File: src/rtl/dds_seq_pkg.sv
// Shared constants, types and helpers for the DDS register access sequencer.
// Assumes a 7-bit register address and a 3-bit encoded chip select.
package dds_seq_pkg;
    localparam int INSTR_W  = 8;
    localparam int ADDR_W   = INSTR_W - 1;
    localparam int WORD_W   = 32;
    localparam int CS_W     = 3;
    localparam int CNT_W    = $clog2(WORD_W + 1);
    localparam logic [CS_W-1:0] CS_IDLE  = '0;
    localparam logic [CS_W-1:0] CS_GROUP = 3'd3;

    typedef enum logic [1:0] {
        PH_IDLE,
        PH_INSTR,
        PH_HI,
        PH_LO
    } ph_e;

    // Valid codes are the group code and everything above it.
    function automatic logic cs_valid(input logic [CS_W-1:0] code);
        return (code >= CS_GROUP) && (code != CS_IDLE);
    endfunction
endpackage

File: src/rtl/dds_seq_clkdiv.sv
// Half-period tick generator for the serial clock.
// Assumes half_lim is held stable while run is high; the count restarts when run is low.
module dds_seq_clkdiv #(
    parameter int DIV_W = 8
) (
    input  logic             clk,
    input  logic             rst_n,
    input  logic             run,
    input  logic [DIV_W-1:0] half_lim,
    output logic             tick
);
    logic [DIV_W-1:0] cnt;

    // Counts 0..half_lim while running; clears while idle.
    always_ff @(posedge clk) begin
        if (!rst_n || !run) begin
            cnt <= '0;
        end else if (cnt == half_lim) begin
            cnt <= '0;
        end else begin
            cnt <= cnt + 1'b1;
        end
    end

    assign tick = run && (cnt == half_lim);
endmodule

File: src/rtl/dds_seq_instr_enc.sv
// Builds the instruction phase word: read flag in the top bit, address below,
// left-aligned in a shift word so that it leaves MSB first.
module dds_seq_instr_enc
    import dds_seq_pkg::*;
(
    input  logic              rd,
    input  logic [ADDR_W-1:0] addr,
    output logic [WORD_W-1:0] word
);
    assign word = {rd, addr, {(WORD_W - INSTR_W){1'b0}}};
endmodule

File: src/rtl/dds_seq_shifter.sv
// SPI mode 0 shift engine: a rising tick samples miso, a falling tick shifts mosi.
// Assumes the first tick after a load is a rising edge (sclk is cleared on load).
module dds_seq_shifter
    import dds_seq_pkg::*;
(
    input  logic              clk,
    input  logic              rst_n,
    input  logic              load,
    input  logic [WORD_W-1:0] load_word,
    input  logic [CNT_W-1:0]  load_bits,
    input  logic              tick,
    input  logic              miso,
    output logic              sclk,
    output logic              mosi,
    output logic [WORD_W-1:0] rx_word,
    output logic              phase_end
);
    logic [WORD_W-1:0] tx;
    logic [CNT_W-1:0]  left;

    // Loads a phase, or advances one serial-clock half period on a tick.
    always_ff @(posedge clk) begin
        if (!rst_n) begin
            tx      <= '0;
            left    <= '0;
            sclk    <= 1'b0;
            rx_word <= '0;
        end else if (load) begin
            tx   <= load_word;
            left <= load_bits;
            sclk <= 1'b0;
        end else if (tick) begin
            if (!sclk) begin
                sclk    <= 1'b1;
                rx_word <= {rx_word[WORD_W-2:0], miso};
            end else begin
                sclk <= 1'b0;
                tx   <= {tx[WORD_W-2:0], 1'b0};
                left <= left - 1'b1;
            end
        end
    end

    assign mosi      = tx[WORD_W-1];
    assign phase_end = tick && sclk && (left == CNT_W'(1));
endmodule

File: src/rtl/dds_reg_seq.sv
// DDS register access sequencer top: accepts one request, runs the instruction
// phase and one or two data phases under one chip-select code, then pulses done.
// Assumes req_* and clk_div are valid in the cycle req_valid is high.
module dds_reg_seq
    import dds_seq_pkg::*;
#(
    parameter int DIV_W = 8
) (
    input  logic              clk,
    input  logic              rst_n,
    input  logic              req_valid,
    input  logic              req_read,
    input  logic              req_wide,
    input  logic [ADDR_W-1:0] req_addr,
    input  logic [CS_W-1:0]   req_cs,
    input  logic [WORD_W-1:0] req_wdata_hi,
    input  logic [WORD_W-1:0] req_wdata_lo,
    input  logic [DIV_W-1:0]  clk_div,
    output logic              busy,
    output logic              done,
    output logic              err,
    output logic [WORD_W-1:0] rdata,
    output logic              sclk,
    output logic              mosi,
    output logic [CS_W-1:0]   cs_code,
    input  logic              miso
);
    ph_e               ph;
    logic              rd_q;
    logic              wide_q;
    logic [WORD_W-1:0] hi_q;
    logic [WORD_W-1:0] lo_q;
    logic [CS_W-1:0]   cs_q;
    logic [DIV_W-1:0]  lim_q;
    logic              tick;
    logic              phase_end;
    logic              accept;
    logic              load;
    logic [WORD_W-1:0] instr_word;
    logic [WORD_W-1:0] load_word;
    logic [CNT_W-1:0]  load_bits;
    logic [WORD_W-1:0] rx_word;

    assign busy    = (ph != PH_IDLE);
    assign cs_code = busy ? cs_q : CS_IDLE;
    assign accept  = req_valid && !busy && cs_valid(req_cs);

    dds_seq_instr_enc u_enc (
        .rd   (req_read),
        .addr (req_addr),
        .word (instr_word)
    );

    // Picks the word for the next phase: instruction on accept, then data.
    always_comb begin
        load_word = '0;
        if (accept) begin
            load_word = instr_word;
        end else begin
            case (ph)
                PH_INSTR: load_word = rd_q ? '0 : (wide_q ? hi_q : lo_q);
                PH_HI:    load_word = lo_q;
                default:  load_word = '0;
            endcase
        end
    end

    assign load      = accept || (phase_end && (ph == PH_INSTR || ph == PH_HI));
    assign load_bits = accept ? CNT_W'(INSTR_W) : CNT_W'(WORD_W);

    dds_seq_clkdiv #(.DIV_W(DIV_W)) u_div (
        .clk      (clk),
        .rst_n    (rst_n),
        .run      (busy),
        .half_lim (lim_q),
        .tick     (tick)
    );

    dds_seq_shifter u_shift (
        .clk       (clk),
        .rst_n     (rst_n),
        .load      (load),
        .load_word (load_word),
        .load_bits (load_bits),
        .tick      (tick),
        .miso      (miso),
        .sclk      (sclk),
        .mosi      (mosi),
        .rx_word   (rx_word),
        .phase_end (phase_end)
    );

    // Phase sequencing, request capture and completion/refusal pulses.
    always_ff @(posedge clk) begin
        if (!rst_n) begin
            ph     <= PH_IDLE;
            rd_q   <= 1'b0;
            wide_q <= 1'b0;
            hi_q   <= '0;
            lo_q   <= '0;
            cs_q   <= CS_IDLE;
            lim_q  <= '0;
            done   <= 1'b0;
            err    <= 1'b0;
            rdata  <= '0;
        end else begin
            done <= 1'b0;
            err  <= 1'b0;
            case (ph)
                PH_IDLE: begin
                    if (accept) begin
                        ph     <= PH_INSTR;
                        rd_q   <= req_read;
                        wide_q <= req_wide && !req_read;
                        hi_q   <= req_wdata_hi;
                        lo_q   <= req_wdata_lo;
                        cs_q   <= req_cs;
                        lim_q  <= clk_div;
                    end else if (req_valid) begin
                        err <= 1'b1;
                    end
                end
                PH_INSTR: if (phase_end) ph <= wide_q ? PH_HI : PH_LO;
                PH_HI:    if (phase_end) ph <= PH_LO;
                PH_LO: begin
                    if (phase_end) begin
                        ph   <= PH_IDLE;
                        done <= 1'b1;
                        if (rd_q) rdata <= rx_word;
                    end
                end
                default: ph <= PH_IDLE;
            endcase
        end
    end
endmodule

File: config.mk
export PLATFORM = sky130hd
export DESIGN_NAME = dds_reg_seq
export DESIGN_NICKNAME = d
export VERILOG_FILES = /design/src/rtl/dds_seq_pkg.sv /design/src/rtl/dds_seq_clkdiv.sv /design/src/rtl/dds_seq_instr_enc.sv /design/src/rtl/dds_seq_shifter.sv /design/src/rtl/dds_reg_seq.sv
export SDC_FILE = /design/constraint.sdc
export NUM_CORES = 1
export LEC_CHECK = 0
export BUFFER_PORTS_ARGS = -buffer_cell sky130_fd_sc_hd__buf_2
export CORE_MARGIN = 2
export CORE_UTILIZATION = 56
export CTS_CLUSTER_DIAMETER = 40
export DETAILED_ROUTE_END_ITERATION = 8
export PLACE_DENSITY = 0.76
export SYNTH_ARGS = -nofsm -noshare
export SYNTH_HDL_FRONTEND = slang
export SYNTH_SLANG_ARGS = --single-unit
File: constraint.sdc
create_clock -name clk -period 2.5 [get_ports clk]
set_input_delay 0 -clock clk [delete_from_list [all_inputs] [get_ports clk]]
set_output_delay 0 -clock clk [all_outputs]
set_load 0.05 [all_outputs]
==> summary.md, run 1 <==
| Metric | Value |
|---|---|
| Area contributors post-synth | `dfxtp_1 (49%), nand2_1 (13%), a21boi_0 (7.5%)` |
| Starting Density | `a little under three fifths` |
| Largest net degree at the start of global routing | `65` |
| CP Launch Type | `flop` |
| DRC viols | `0` |
| Antenna Nets Post-Route | `0` |
| Largest family of logic cells by synthesized area | `compound AO/OA/AOI/OAI gates` |
| Sink Count | `192` |
| Crit path time final | `approximately 2200 ps` |
| Synthesized area | `7930 sq um` |
| Maximum clock path buffer count | `2` |
| Post-synthesis xor/xnor area fraction | `1.97%` |
| Aggregate global routing overflow | `0` |
| H-tree levels | `4` |
| Width of the die | `between 100 and 150 microns` |
| Clock buffer count from CTS | `17` |
| PortBufs | `127` |
| Ys Warns | `0` |
| Post-layout instance area | `10,200 sq um` |
| Share of layout cells above drive strength 1 | `16.9%` |
| Drt wl/cell | `14.7 microns` |
| Dpl ws | `262 ps` |
| Clock-pin slew on the worst setup and hold paths | `70 ps` |
| DRT iter0 DRCs | `570` |
| Row count | `43` |
| Antenna violations before repair | `0` |
| Setup Buffers After CTS | `0` |
| Area leader, netlist | `dfxtp_1` |
| Worst hold-check path type | `input port to flop` |
| Met3 routed WL | `883 microns` |
| Synth top area share | `48.5%` |
| Vias | `7,160` |
| RR Startpoint | `ph[1]$_SDFFE_PN0P_` |
| Critical path required time | `2850 ps` |
| # setup viols final | `0` |
| Post-layout util | `~74%` |
| Register area share after synthesis | `48.5%` |
| DRT Pass-1 Iters | `6` |
| Root Buffer | `clkbuf_16` |
| CP Launch Point | `ph[1]$_SDFFE_PN0P_` |
| R2R Setup Slk | `270 ps` |
| Post-synth ARST share | `0%` |
| RSZ-0062 raised after global routing | `false` |
| Final worst slack | `269 ps` |
| Largest fanout on the critical path | `32` |
| Final setup skew | `approximately 8.4 ps` |
| Compound-gate portion of the synthesized area | `22.2%` |
| Vias per cell | `5.40` |
| Multiplexer share of the synthesized area | `less than 1%` |
| CP arrival | `roughly 2600 ps` |
| Final nets | `1,227` |
| Mapped Cells | `955` |
| Worst-margin pin slew | `~650 ps` |
| Synthesized flop and latch total | `192` |
| M1 wire length | `8990 microns` |
| Max-Cap Viols | `0` |
| Top Layer Used | `met4` |
| Final Cycle Share | `89.2%` |
| Simple-gate share of the synthesized area | `21.6%` |
| Filler cells | `just over 1,000` |
| HP Start | `req_addr[4]` |
| Peak supply drop | `0.000606 V` |
| TritonCTS clock tree | `done` |
| Area of the core | `13,800 sq um` |
| Achievable Freq | `448 MHz` |
| Status | `complete, no violations` |
| Final Wtd Congestion | `0.790` |
| Placed Area | `8700 sq um` |
| Worst setup path class | `flop to flop` |
| DRT Wirelength | `19,500 microns` |
| Setup_tns | `0 ps` |
| Synth unique cells | `48` |
| I/O Pins | `128` |
| DIE HEIGHT | `123 microns` |
| N_diodes | `0` |
| Adder-Cell Fraction of Synth Area | `between 1 and 1.5%` |
| Die ar. | `15,100 sq um` |
| GR Util All Layers | `between 20% and 30%` |
| Crit path capture type | `flop` |
| Slew HR | `56.9%` |
| Met2 WL | `roughly 9200 microns` |
| Ys flop type | `dfxtp_1` |
| First-pass GRT wire length | `between 30,000 and 40,000 microns` |
| Detail Placement HPWL | `roughly 12,000 microns` |
| Slew Limit Fails | `0` |
| Clock latency on the worst-skew pair | `about 430 ps` |
| Syn_nets | `1,050` |
| Leakage | `3.92 nW` |
| Number of enable flip-flop cells after synthesis | `0` |
| Syn Area/Cell | `8.30 sq um` |
| Vias in the first global route | `6,661` |
| Synthesis-to-layout area growth | `28.7%` |
| Cell Pwr Density | `811 nW/um^2` |
| Fin. Hold Viols | `0` |
-- kinds of logic after synthesis --
family          count (synthesis)
compound gates                250
xor+xnor                       17
fa+ha+maj                       7
buf+inv                        82
flops                         192
mux                             2
simple gates                  405
-- stage by stage --
| stage | power, W | hold WS [ps] | cells |
|---|---|---|---|
| final | 0.00827 | 37.4 | 1325 |
| after global routing | 0.00867 | 38.1 | 1325 |
| after CTS | 0.00828 | 11.1 | 1325 |
| after detailed placement | 0.00523 | 259 | 1209 |
| after global placement | 0.00520 | 254 | 1209 |
| after floorplan | 0.00477 | 145 | 955 |
-- flip-flops by register name, summed over array words and instances (netlist names) --
| signal | flops |
|---|---|
| u_shift.sclk | 1 |
| hi_q | 32 |
| u_shift.tx | 32 |
| u_shift.left | 6 |
| done | 1 |
| lo_q | 32 |
| ph | 2 |
| wide_q | 1 |
| err | 1 |
| u_div.cnt | 8 |
| u_shift.rx_word | 32 |
| cs_q | 3 |
| rdata | 32 |
| lim_q | 8 |
| rd_q | 1 |
-- what timing repair did --
item / CTS / global route
endpoints found under the setup margin: 0 / 2
resized for setup: 0 / 1
endpoints found under the hold margin: 83 / 0
hold buffers: 84 / 0
-- critical path, cell delays in order (launching register included) --
cell and delay [ps]:
dfxtp_1 340, inv_1 110, ha_1 210, nor3b_1 180, or2_2 550, a22oi_1 200, o221ai_1 280, o211ai_1 140
a21boi_1 140
-- area by class of cell --
type | count | area [sq um] | share of cell area (%)
Inverter | 6 | 22.5 | 0.221
Timing Repair Buffer | 234 | 1700 | 16.7
Sequential cell | 192 | 3840 | 37.7
Clock buffer | 19 | 443 | 4.34
Tap cell | 180 | 225 | 2.21
Multi-Input combinational cell | 681 | 3750 | 36.8
Clock inverter | 13 | 208 | 2.04
-- per-layer routing --
metal | vias up | GRT usage [%]
met2 | 195 | 42.3
met4 | 0 | 9.27
li1 | 3599 | -
met5 | - | 0
met1 | 3331 | 35.6
met3 | 35 | 6.04
-- cell usage in the layout, fill, tap and decap left out, types with 5 or more instances in the layout --
cell           count
dlygate4sd3_1     84
bufinv_16          5
dfxtp_1          192
a21oi_1           14
buf_4             20
buf_2            126
a21boi_1          32
xor2_1             6
a21boi_0          79
ha_1               7
a221oi_1           9
o21ai_0           53
inv_1              6
and3_1             5
nor2b_1            6
a211oi_1          16
nand2_1          265
a22o_1             5
a31oi_1            6
nor2_1            50
nand3_1           46
xnor2_1           10
a21o_1             5
nor3_1            12
clkbuf_16         17
a221o_1           15
-- path summary, 6_finish.rpt --
check / to / cells past startpoint
hold reg to reg: rdata[31]$_SDFFE_PN0P_ / 2
hold / removal: u_shift.tx[28]$_SDFFE_PN0P_ / 5
setup reg to reg: u_shift.tx[27]$_SDFFE_PN0P_ / 8
setup / recovery: u_shift.tx[27]$_SDFFE_PN0P_ / 8
-- cells in the mapped netlist, types with 2 or more instances --
master and count:
nand2_1 265, dfxtp_1 192, a21boi_0 79, clkbuf_1 55, o21ai_0 53, nor2_1 51
nand3_1 46, a21boi_1 32, a211oi_1 16, a221o_1 15, a21oi_1 14, buf_2 13
nor3_1 12, xnor2_1 10, a221oi_1 9, ha_1 7, a31oi_1 6, inv_1 6
nor2b_1 6, xor2_1 6, a21o_1 5, a22o_1 5, and3_1 5, buf_1 4
buf_6 4, o211ai_1 4, o21ai_1 4, a22oi_1 3, nand4_1 3, mux2i_1 2
nand3b_1 2, nor3_2 2, o221ai_1 2, or2_2 2, or3_1 2
-- power by group --
part	total, W	internal [W]	switching [W]
clock network	0.00297	0.00180	0.00117
registers	0.00354	0.00335	0.000187
logic	0.00176	0.000634	0.00112
No activity file was read; power rests on OpenSTA's default activity.
==> inputs of run 2 (changes only) <==
Settings changed: ABC_AREA set to 1, CORE_UTILIZATION 56 to 57, PLACE_DENSITY 0.76 to 0.77.
==> summary.md, run 2 <==
| Metric | Value |
|---|---|
| Peak supply drop | `0.000606 V` |
| RSZ-0062 raised after global routing | `false` |
| Hold path depth | `5` |
| H-tree levels | `4` |
| TritonCTS clock tree | `done` |
| Vias in the first global route | `7,744` |
| Max-Cap Viols | `0` |
| Synth top area share | `46.5%` |
| DRT Pass-1 Iters | `6` |
| Die ar. | `15,500 sq um` |
| Sink Count | `192` |
| Clock-pin slew on the worst setup and hold paths | `70 ps` |
| Setup_tns | `0 ps` |
| # setup viols final | `0` |
| Syn_nets | `roughly 1,300` |
| Antenna Nets Post-Route | `0` |
| Final Cycle Share | `92.5%` |
| Share of layout cells above drive strength 1 | `15.0%` |
| Vias per cell | `between 5 and 6` |
| GR Util All Layers | `approximately 28%` |
| Crit path time final | `around 2300 ps` |
| Most frequent cell after synthesis | `nand2_1` |
| Fin. Hold Viols | `0` |
| R2R cell count | `9` |
| Clock buffer count from CTS | `17` |
| Achievable Freq | `between 400 and 500 MHz` |
| Leakage | `between 4 and 5 nW` |
| Synthesis-to-layout area growth | `27.2%` |
| Synthesized flop and latch total | `about 190` |
| Drt wl/cell | `14.5 microns` |
| Starting Density | `a little under three fifths` |
| Worst hold-check path type | `input port to flop` |
| DRC viols | `0` |
| Final setup skew | `8.31 ps` |
| Commonest non-fill, non-tap cell in the layout | `nand2_1` |
| Final Wtd Congestion | `0.848` |
| Largest net degree at the start of global routing | `just over 90` |
| HP Start | `req_addr[3]` |
| Dpl ws | `around 170 ps` |
| Final nets | `~1,400` |
| RR Startpoint | `ph[0]$_SDFFE_PN0P_` |
| Root Buffer | `clkbuf_16` |
| Row count | `44` |
| Worst setup path class | `flop to flop` |
| First-pass GRT wire length | `36,200 microns` |
| DRT iter0 DRCs | `783` |
| CP Launch Point | `ph[0]$_SDFFE_PN0P_` |
| Maximum clock path buffer count | `2` |
| PortBufs | `127` |
| Crit path capture type | `flop` |
| Synth unique cells | `36` |
| Synth top cells by count | `nand2_1 (242), nor2_1 (212), dfxtp_1 (192), a21oi_1 (107), o21ai_0 (99)` |
| DRT Wirelength | `22,300 microns` |
| Worst hold margin | `3.18 ps` |
| DIE HEIGHT | `about 120 microns` |
| Post-synth ARST share | `0%` |
| Final worst slack | `about 190 ps` |
| Detail Placement HPWL | `around 13,000 microns` |
| Ys flop type | `dfxtp_1` |
| Status | `complete, no violations` |
| Post-layout util | `73.1%` |
| Worst-margin pin slew | `547 ps` |
| Register area share after synthesis | `46.5%` |
| Aggregate global routing overflow | `0` |
| CP arrival | `2650 ps` |
| Area contributors post-synth | `dfxtp_1 (47%), nand2_1 (11%), nor2_1 (9.6%)` |
| Mapped Cells | `1,160` |
| I/O Pins | `128` |
| Vias | `8,303` |
| Number of enable flip-flop cells after synthesis | `0` |
| Cell Pwr Density | `850 nW/um^2` |
| Area of the core | `around 14,000 sq um` |
| Width of the die | `124 microns` |
| Ys Warns | `0` |
| Slew HR | `roughly 63%` |
| Synthesized area | `8270 sq um` |
| Critical path required time | `approximately 2800 ps` |
| Area leader, netlist | `dfxtp_1` |
| Largest fanout on the critical path | `40` |
| Antenna violations before repair | `0` |
| Most frequent cells in the layout | `nand2_1 (242), nor2_1 (210), dfxtp_1 (192)` |
| N_diodes | `0` |
| Slew Limit Fails | `0` |
| Clock latency on the worst-skew pair | `440 ps` |
| Filler cells | `around 1,100` |
| Syn Area/Cell | `roughly 7.1 sq um` |
| CP Launch Type | `flop` |
[run 2: changes by cell type in the layout (fill, tap and decap cells not counted), moves of 24 or more]
cell	delta
a21oi_1	+93
o21ai_0	+46
nor2_1	+160
a21boi_1	-32
inv_1	+62
a21boi_0	-79
nand4_1	+24
[run 2: worst max-delay path, cell delays in order, from the launching register on]
cell	delay (ps)
dfxtp_1	340
inv_1	120
ha_2	250
nand2_1	120
nor2_4	180
inv_4	150
buf_16	210
o21ai_0	190
dlygate4sd3_1	580
a21oi_1	40
[run 2: layer usage]
layer / part of all wire (%) / vias to the layer above / GRT usage, %
li1: - / 4102 / -
met1: 43 / 3851 / 35.5
met2: 49 / 291 / 47.8
met3: 4.7 / 59 / 5.46
met4: 2.9 / 0 / 11.4
met5: 0 / - / 0
[run 2: power by group]
| part | internal, W | switching, W | leakage, nW |
|---|---|---|---|
| clock | 0.00144 | 0.00129 | 0.289 |
| sequential | 0.00343 | 0.000181 | 1.57 |
| combinational | 0.000844 | 0.00174 | 2.66 |
[run 2: timing repair]
action | CTS | global route
endpoints found under the setup margin | 0 | 22
hold buffers | 90 | 0
hold endpoints to repair | 92 | 0
gates resized for setup | 0 | 3
buffers inserted | 0 | 2
[run 2: per-stage QoR]
stage | power, W | instances | instance area, sq um
after floorplan | 0.00541 | 1160 | 8270
after global placement | 0.00597 | 1409 | 8950
after detailed placement | 0.00602 | 1409 | 8950
after CTS | 0.00883 | 1531 | 10400
after global routing | 0.00941 | 1534 | 10500
final | 0.00893 | 1534 | 10500
[run 2: cell type report]
cell class | count | area, sq um | share of cell area, %
inverter | 77 | 292 | 2.77
sequential | 192 | 3840 | 36.6
clock inverter | 14 | 149 | 1.42
tap | 184 | 230 | 2.19
clock buffer | 18 | 439 | 4.18
multi-input combinational | 813 | 3810 | 36.3
timing repair buffer | 236 | 1750 | 16.6
[run 2: logic make-up after synthesis]
| family | Yosys count | synth area share [%] |
|---|---|---|
| and+or+nand+nor | 569 | 29.2 |
| xor gates and xnor gates | 12 | 1.27 |
| buffers and inverters | 155 | 7.54 |
| AOI/OAI and AO/OA | 225 | 14.5 |
| adders and majority gates | 7 | 1.06 |
| DFF | 192 | 46.5 |
[run 2: worst paths after layout]
check / to / slack [ps]
hold reg to reg: lo_q[4]$_SDFFE_PN0P_ / 450
setup reg to reg: lo_q[31]$_SDFFE_PN0P_ / 190
hold / removal: u_shift.tx[27]$_SDFFE_PN0P_ / 3
setup / recovery: lo_q[31]$_SDFFE_PN0P_ / 190
